`config.mk`:
```
export PLATFORM = sky130hd
export DESIGN_NAME = sel_bd_counter
export DESIGN_NICKNAME = d
export VERILOG_FILES = /design/src/rtl/sel_bd_counter_pkg.sv /design/src/rtl/src_pick.sv /design/src/rtl/last_detect.sv /design/src/rtl/count_core.sv /design/src/rtl/sel_bd_counter.sv
export SDC_FILE = /design/constraint.sdc
export NUM_CORES = 1
export LEC_CHECK = 0
export BUFFER_PORTS_ARGS = -buffer_cell sky130_fd_sc_hd__buf_2
export CAP_MARGIN = 20
export CORE_AREA = 8 8 45 47
export DETAILED_ROUTE_END_ITERATION = 10
export DIE_AREA = 0 0 53 55
export SKIP_CTS_REPAIR_TIMING = 1
export SYNTH_ARGS = -nofsm -noshare
export SYNTH_HDL_FRONTEND = slang
export SYNTH_SLANG_ARGS = --single-unit
```
`constraint.sdc`:
```
create_clock -name clk -period 1.9 [get_ports clk]
set_input_delay 0 -clock clk [delete_from_list [all_inputs] [get_ports clk]]
set_output_delay 0 -clock clk [all_outputs]
set_load 0.02 [all_outputs]
```
`src/rtl/sel_bd_counter_pkg.sv`:
```
package sel_bd_counter_pkg;

    typedef enum logic [1:0] {
        ACT_HOLD  = 2'd0,
        ACT_STEP  = 2'd1,
        ACT_WRAP  = 2'd2,
        ACT_CLEAR = 2'd3
    } step_act_t;

endpackage

```
`src/rtl/src_pick.sv`:
```
module src_pick #(
    parameter int N_SRC = 4,
    parameter int SEL_W = (N_SRC > 1) ? $clog2(N_SRC) : 1
) (
    input  logic [N_SRC-1:0] tick,
    input  logic [SEL_W-1:0] sel,
    output logic             adv
);

    logic [N_SRC-1:0] hit;

    for (genvar gi = 0; gi < N_SRC; gi++) begin : g_hit
        assign hit[gi] = tick[gi] && (sel == SEL_W'(gi));
    end

    assign adv = |hit;

endmodule

```
`src/rtl/last_detect.sv`:
```
module last_detect #(
    parameter int CNT_W    = 4,
    parameter int DEC_LAST = 9
) (
    input  logic [CNT_W-1:0] cnt,
    input  logic             bin_mode,
    output logic             at_last,
    output logic             over_dec
);

    localparam logic [CNT_W-1:0] BIN_TOP = '1;
    localparam logic [CNT_W-1:0] DEC_TOP = CNT_W'(DEC_LAST);

    always_comb begin
        if (bin_mode) begin
            at_last  = (cnt == BIN_TOP);
            over_dec = 1'b0;
        end else begin
            at_last  = (cnt == DEC_TOP);
            over_dec = (cnt > DEC_TOP);
        end
    end

endmodule

```
`src/rtl/count_core.sv`:
```
module count_core
    import sel_bd_counter_pkg::*;
#(
    parameter int CNT_W    = 4,
    parameter int DEC_LAST = 9
) (
    input  logic             clk,
    input  logic             rst,
    input  logic             adv,
    input  logic             bin_mode,
    input  logic             at_last,
    input  logic             over_dec,
    output logic [CNT_W-1:0] cnt
);

    localparam logic [CNT_W-1:0] ONE     = CNT_W'(1);
    localparam logic [CNT_W-1:0] DEC_TOP = CNT_W'(DEC_LAST);

    step_act_t        act;
    logic [CNT_W-1:0] cnt_q;
    logic [CNT_W-1:0] cnt_d;

    // action decode
    always_comb begin
        if (!adv)          act = ACT_HOLD;
        else if (over_dec) act = ACT_CLEAR;
        else if (at_last)  act = ACT_WRAP;
        else               act = ACT_STEP;
    end

    always_comb begin
        unique case (act)
            ACT_HOLD:  cnt_d = cnt_q;
            ACT_STEP:  cnt_d = cnt_q + ONE;
            ACT_WRAP:  cnt_d = '0;
            ACT_CLEAR: cnt_d = '0;
        endcase
    end

    // state register
    always_ff @(posedge clk) begin
        if (rst) cnt_q <= '0;
        else     cnt_q <= cnt_d;
    end

    // outputs
    always_comb begin
        cnt = cnt_q;
    end

    a_r1_reset_zero: assert property (@(posedge clk)
        rst |=> (cnt_q == '0));

    a_r3_hold: assert property (@(posedge clk) disable iff (rst)
        !adv |=> (cnt_q == $past(cnt_q)));

    a_r4_bin_step: assert property (@(posedge clk) disable iff (rst)
        (adv && bin_mode && (cnt_q != '1)) |=> (cnt_q == $past(cnt_q) + ONE));

    a_r5_dec_wrap: assert property (@(posedge clk) disable iff (rst)
        (adv && !bin_mode && (cnt_q >= DEC_TOP)) |=> (cnt_q == '0));

    a_r6_dec_bound: assert property (@(posedge clk) disable iff (rst)
        (adv && !bin_mode) |=> (cnt_q <= DEC_TOP));

endmodule

```
`src/rtl/sel_bd_counter.sv`:
```
module sel_bd_counter #(
    parameter int CNT_W    = 4,
    parameter int N_SRC    = 4,
    parameter int DEC_LAST = 9,
    parameter int SEL_W    = (N_SRC > 1) ? $clog2(N_SRC) : 1
) (
    input  logic             clk,
    input  logic             rst,
    input  logic [N_SRC-1:0] src_tick,
    input  logic [SEL_W-1:0] src_sel,
    input  logic             bin_mode,
    output logic [CNT_W-1:0] count,
    output logic             terminal
);

    logic adv;
    logic at_last;
    logic over_dec;

    src_pick #(.N_SRC(N_SRC), .SEL_W(SEL_W)) u_pick (
        .tick (src_tick),
        .sel  (src_sel),
        .adv  (adv)
    );

    last_detect #(.CNT_W(CNT_W), .DEC_LAST(DEC_LAST)) u_last (
        .cnt      (count),
        .bin_mode (bin_mode),
        .at_last  (at_last),
        .over_dec (over_dec)
    );

    count_core #(.CNT_W(CNT_W), .DEC_LAST(DEC_LAST)) u_core (
        .clk      (clk),
        .rst      (rst),
        .adv      (adv),
        .bin_mode (bin_mode),
        .at_last  (at_last),
        .over_dec (over_dec),
        .cnt      (count)
    );

    assign terminal = at_last;

    // with every tick low, the count cannot move
    a_r2_no_tick_no_move: assert property (@(posedge clk) disable iff (rst)
        (src_tick == '0) |=> $stable(count));

    a_r7_bin_terminal: assert property (@(posedge clk) disable iff (rst)
        (bin_mode && (count == '1)) |-> terminal);

endmodule

```
## Word-level counts from Yosys, hierarchy flattened

Cells that the tools add are included.

| operators by class | value |
|---|---|
| $add $sub $neg | 1 |
| $lt $le $gt $ge | 1 |
| eq/ne operators | 8 |
| mux-type cells | 6 |
| reductions and logical operators | 8 |

Operators by type and width:

| kind | count |
|---|---|
| equality test 2 bit, second input constant | 4 |
| equality test 4 bit, second input constant | 2 |
| case mux 4 bit (2 select lines) | 1 |
| two-way mux 2 bit | 3 |
| adder 4 x 1 -> 4 bit, second input constant | 1 |
| equality test 2 x 1 -> 1 bit, second input constant | 2 |
| greater-than comparator 4 bit, second input constant | 1 |
| logical AND 1 bit | 4 |
| logical NOT 2 bit | 2 |
| OR reduction 4 bit | 1 |
| two-way mux 1 bit | 2 |
| OR reduction 2 bit | 1 |

| word-level totals | value |
|---|---|
| bits in registers | 4 |
| input port bits | 9 |
| output and inout port bits | 5 |
| word-level logic and storage cells | 25 |

## Longest topological paths before layout

| logic depth | value |
|---|---|
| depth in word-level cells | 8 |
| mapped depth | 6 |
| mapped depth without buffers | 6 |

## Modules after synthesis

Synthesis repeated with hierarchy kept, for this count alone.

| second synthesis, totals | value |
|---|---|
| cells, all modules | 24 |
| area total of the unflattened synthesis | 221.5 µm² |

Modules (own cells, without submodules):

| module | instances | cells an instance | area an instance (µm²) | sequential area each (µm²) |
|---|---|---|---|---|
| count_core | 1 | 17 | 167.7 | 80.1 |
| last_detect | 1 | 6 | 31.3 | 0.0 |
| src_pick | 1 | 1 | 22.5 | 0.0 |

## Least setup slack after synthesis

Ideal clock, no wire load.

| timing path | value |
|---|---|
| path type | flip-flop to flip-flop |
| start | register u_core.cnt_q[0] (netlist: u_core.cnt[0]) |
| end | register u_core.cnt_q[1] (netlist: u_core.cnt[1]) |
| library setup time | 0.136 ns |
| arrival time | 1.392 ns |
| required time | 1.764 ns |
| slack | 0.372 ns |
| stages on the path, launching flop included | 7 |
| buffers on the path | 0 |
| period minus slack after synthesis | 1.528 ns |
| cell sequence | dfxtp_1 > inv_1 > ha_1 > nor2b_1 > a2bb2oi_1 > o21ai_0 > o32ai_1 |

| between the ends | value |
|---|---|
| cells in the longest elaborated chain, start to end | 8 |
| elaborated cells between the ends (all ways) | 15 |
| those cells by class | add/sub (1); order compare (1); eq/ne (5); mux (6); reduce/logical (2) |

Ends and longest elaborated chain:

| element | line | text |
|---|---|---|
| start: declaration | count_core.sv:20 | `logic [CNT_W-1:0] cnt_q;` |
| start signal: assignment | count_core.sv:43 | `else cnt_q <= cnt_d;` |
| parallel branches: the longest is 8 deep, another holds greater-than comparator 4 bit | n/a |  |

Parallel ways; which one is timed is not known.
A chain may end at the register's enable or synchronous reset.

## Worst setup path after layout

Ends and elaborated chain as after synthesis.

==> results.txt <==
Clock Sinks - 4
TritonCTS buffer count - 3
final setup fails - 0
part of the power in registers - 36.5%
clk_lat worst skew - 0.23 ns
Unique masters post-synth - 18
Die Y - 55 um
power share of the clock group - 39.4%
CP startpoint kind - flip-flop
synthesis-to-finish area growth - 38.05%
Place WS - 0.3206 ns
PwrDens - 690.7 mW/mm^2
TritonCTS clock tree - done
net count after synthesis - 46
first-pass GRT wire length - 1214 um
drt first-iter violations - 3
initial antenna violation count - 0
maximum clock path buffer count - 2
Die Span X - 53 um
total die area - 0.002915 sq mm
detail-routed via count per cell - 4.545
Initial Utilization - 20.43%
total power - 0.2696 mW
Clock Skews - 0.001680 ns
Max Cap Viol - 0
setup ws final - 0.3284 ns
GRT Total Usage - 5.796%
crit path max fanout - 6
Final Hold Viols - 0
share of layout cells above drive strength 1 - 36.00%
largest net degree at the start of global routing - 8
Setup TNS Final - 0 ns
TritonRoute pass-1 iters - 3
flops & latches, synth - 4
Sw Share - 29.02%
Synthesis Warnings - 0
worst min-delay path category - input port to flip-flop
Row Count - 14
CP Capture Type - flip-flop
Avg WL per Cell - 11.15 um
LEAKAGE - 0.1728 nW
most frequent cells in the layout - 13 x buf_2, 5 x inv_1, 4 x dfxtp_1
via count - 300
max reg flops - 4
final cycle utilization of the critical path - 82.71%
clk slew on worst S/H paths - 0.04 ns
slew margin rel. - 75.72%
final wirelength - 736 um
DP HPWL - 622.9 um
worst vdd ir - 0.0002181 V
switching pwr - 0.07826 mW
commonest non-fill, non-tap cell in the layout - buf_2
fin crit period - 1.572 ns
total gr overflow - 0
# DRC - 0
WHS - 0.01322 ns
Max Slew Vio Count - 0
mapped cell area - 282.8 sq um
core area - 0.001384 sq mm
Highest Clock Rate - 636.3 MHz
boundary pin count - 14
vias in the first global route - 292
run status - complete, no violations
H-tree depth - 1
RSZ-0062 raised after global routing - no
final-stage net count - 64
register area share after synthesis - 28.32%
Avg Cell Area, Syn - 8.317 sq um
I/O Buffers - 13
number of nets with antenna violations after routing - 0
CTS root buffer - clkbuf_4
Tightest Pin Transition - 0.3604 ns
Worst EP arrival - 1.66 ns
critical path type - flip-flop to flip-flop
logic gate share of total power - 24.1%
fillcell total - 147
P_int - 0.1914 mW
Cells after Synth - 34
Worst EP required - 1.99 ns
routability congestion estimate - 0.7267
ANT cells - 0
## critical path, stage by stage, from the launching register on
cell       delay (ns)
dfxtp_1          0.41
inv_1            0.08
ha_1             0.19
nor2b_1          0.12
a2bb2oi_1        0.14
o21ai_0          0.33
o32ai_1          0.17
## cell usage after synthesis (all sizes together)
master   count  area, sq um
a211o        1        10.01
a21oi        2        10.01
a2bb2oi      1        8.760
a31oi        1        6.260
dfxtp        4        80.08
ha           3        37.54
inv          5        18.77
mux4         1        22.52
nand2        2        7.510
nand2b       2        12.51
nand3        2        10.01
nor2         3        11.26
nor2b        1        6.260
o21ai        2        10.01
o31ai        1        7.510
o32ai        1        8.760
o41ai        1        8.760
or3          1        6.260
## power groups by stage
stage / registers [mW] / logic [mW] / clock network, mW
after floorplan: 0.106 / 0.0344 / 0
after global placement: 0.0991 / 0.0660 / 0
after detailed placement: 0.100 / 0.0658 / 0
after CTS: 0.0985 / 0.0662 / 0.113
after global routing: 0.100 / 0.0733 / 0.116
final: 0.0984 / 0.0651 / 0.106
## final cells by class
class / instances / area (sq um) / share of cell area [%]
clock buffers: 3 / 22.52 / 5.769
inverters: 5 / 18.77 / 4.808
multi-input cells: 25 / 183.9 / 47.12
flip-flops and latches: 4 / 80.08 / 20.51
well taps: 16 / 20.02 / 5.128
repair buffers: 13 / 65.06 / 16.67
## final timing paths
path | from | end | slack (ns) | cells after the start
hold / removal | rst | u_core.cnt[3] | 0.01 | 2
setup / recovery | u_core.cnt[0] | u_core.cnt[1] | 0.33 | 6
setup reg to reg | u_core.cnt[0] | u_core.cnt[1] | 0.33 | 6
hold reg to reg | u_core.cnt[0] | u_core.cnt[0] | 0.56 | 1
## cell families after synthesis
logic type | Yosys count | synth area share [%]
compound gates | 10 | 24.78
fa+ha+maj | 3 | 13.28
buf+inv | 5 | 6.638
flops | 4 | 28.32
mux | 1 | 7.964
simple gates | 11 | 19.03
## metrics by stage
stage | instances | cell area [sq um] | util (%)
finish | 66 | 390.4 | 28.21
global route | 66 | 390.4 | 28.21
CTS | 66 | 390.4 | 28.21
detailed placement | 63 | 367.9 | 26.58
global placement | 63 | 367.9 | 26.58
floorplan | 34 | 282.8 | -
## per-layer routing
metal	global-route usage (%)	share of wire, %
met4	5.172	1.1
met5	0	0
met1	5.784	43
met2	7.422	39
met3	4.813	17
Note: power is estimated with default switching activity, not from simulation.
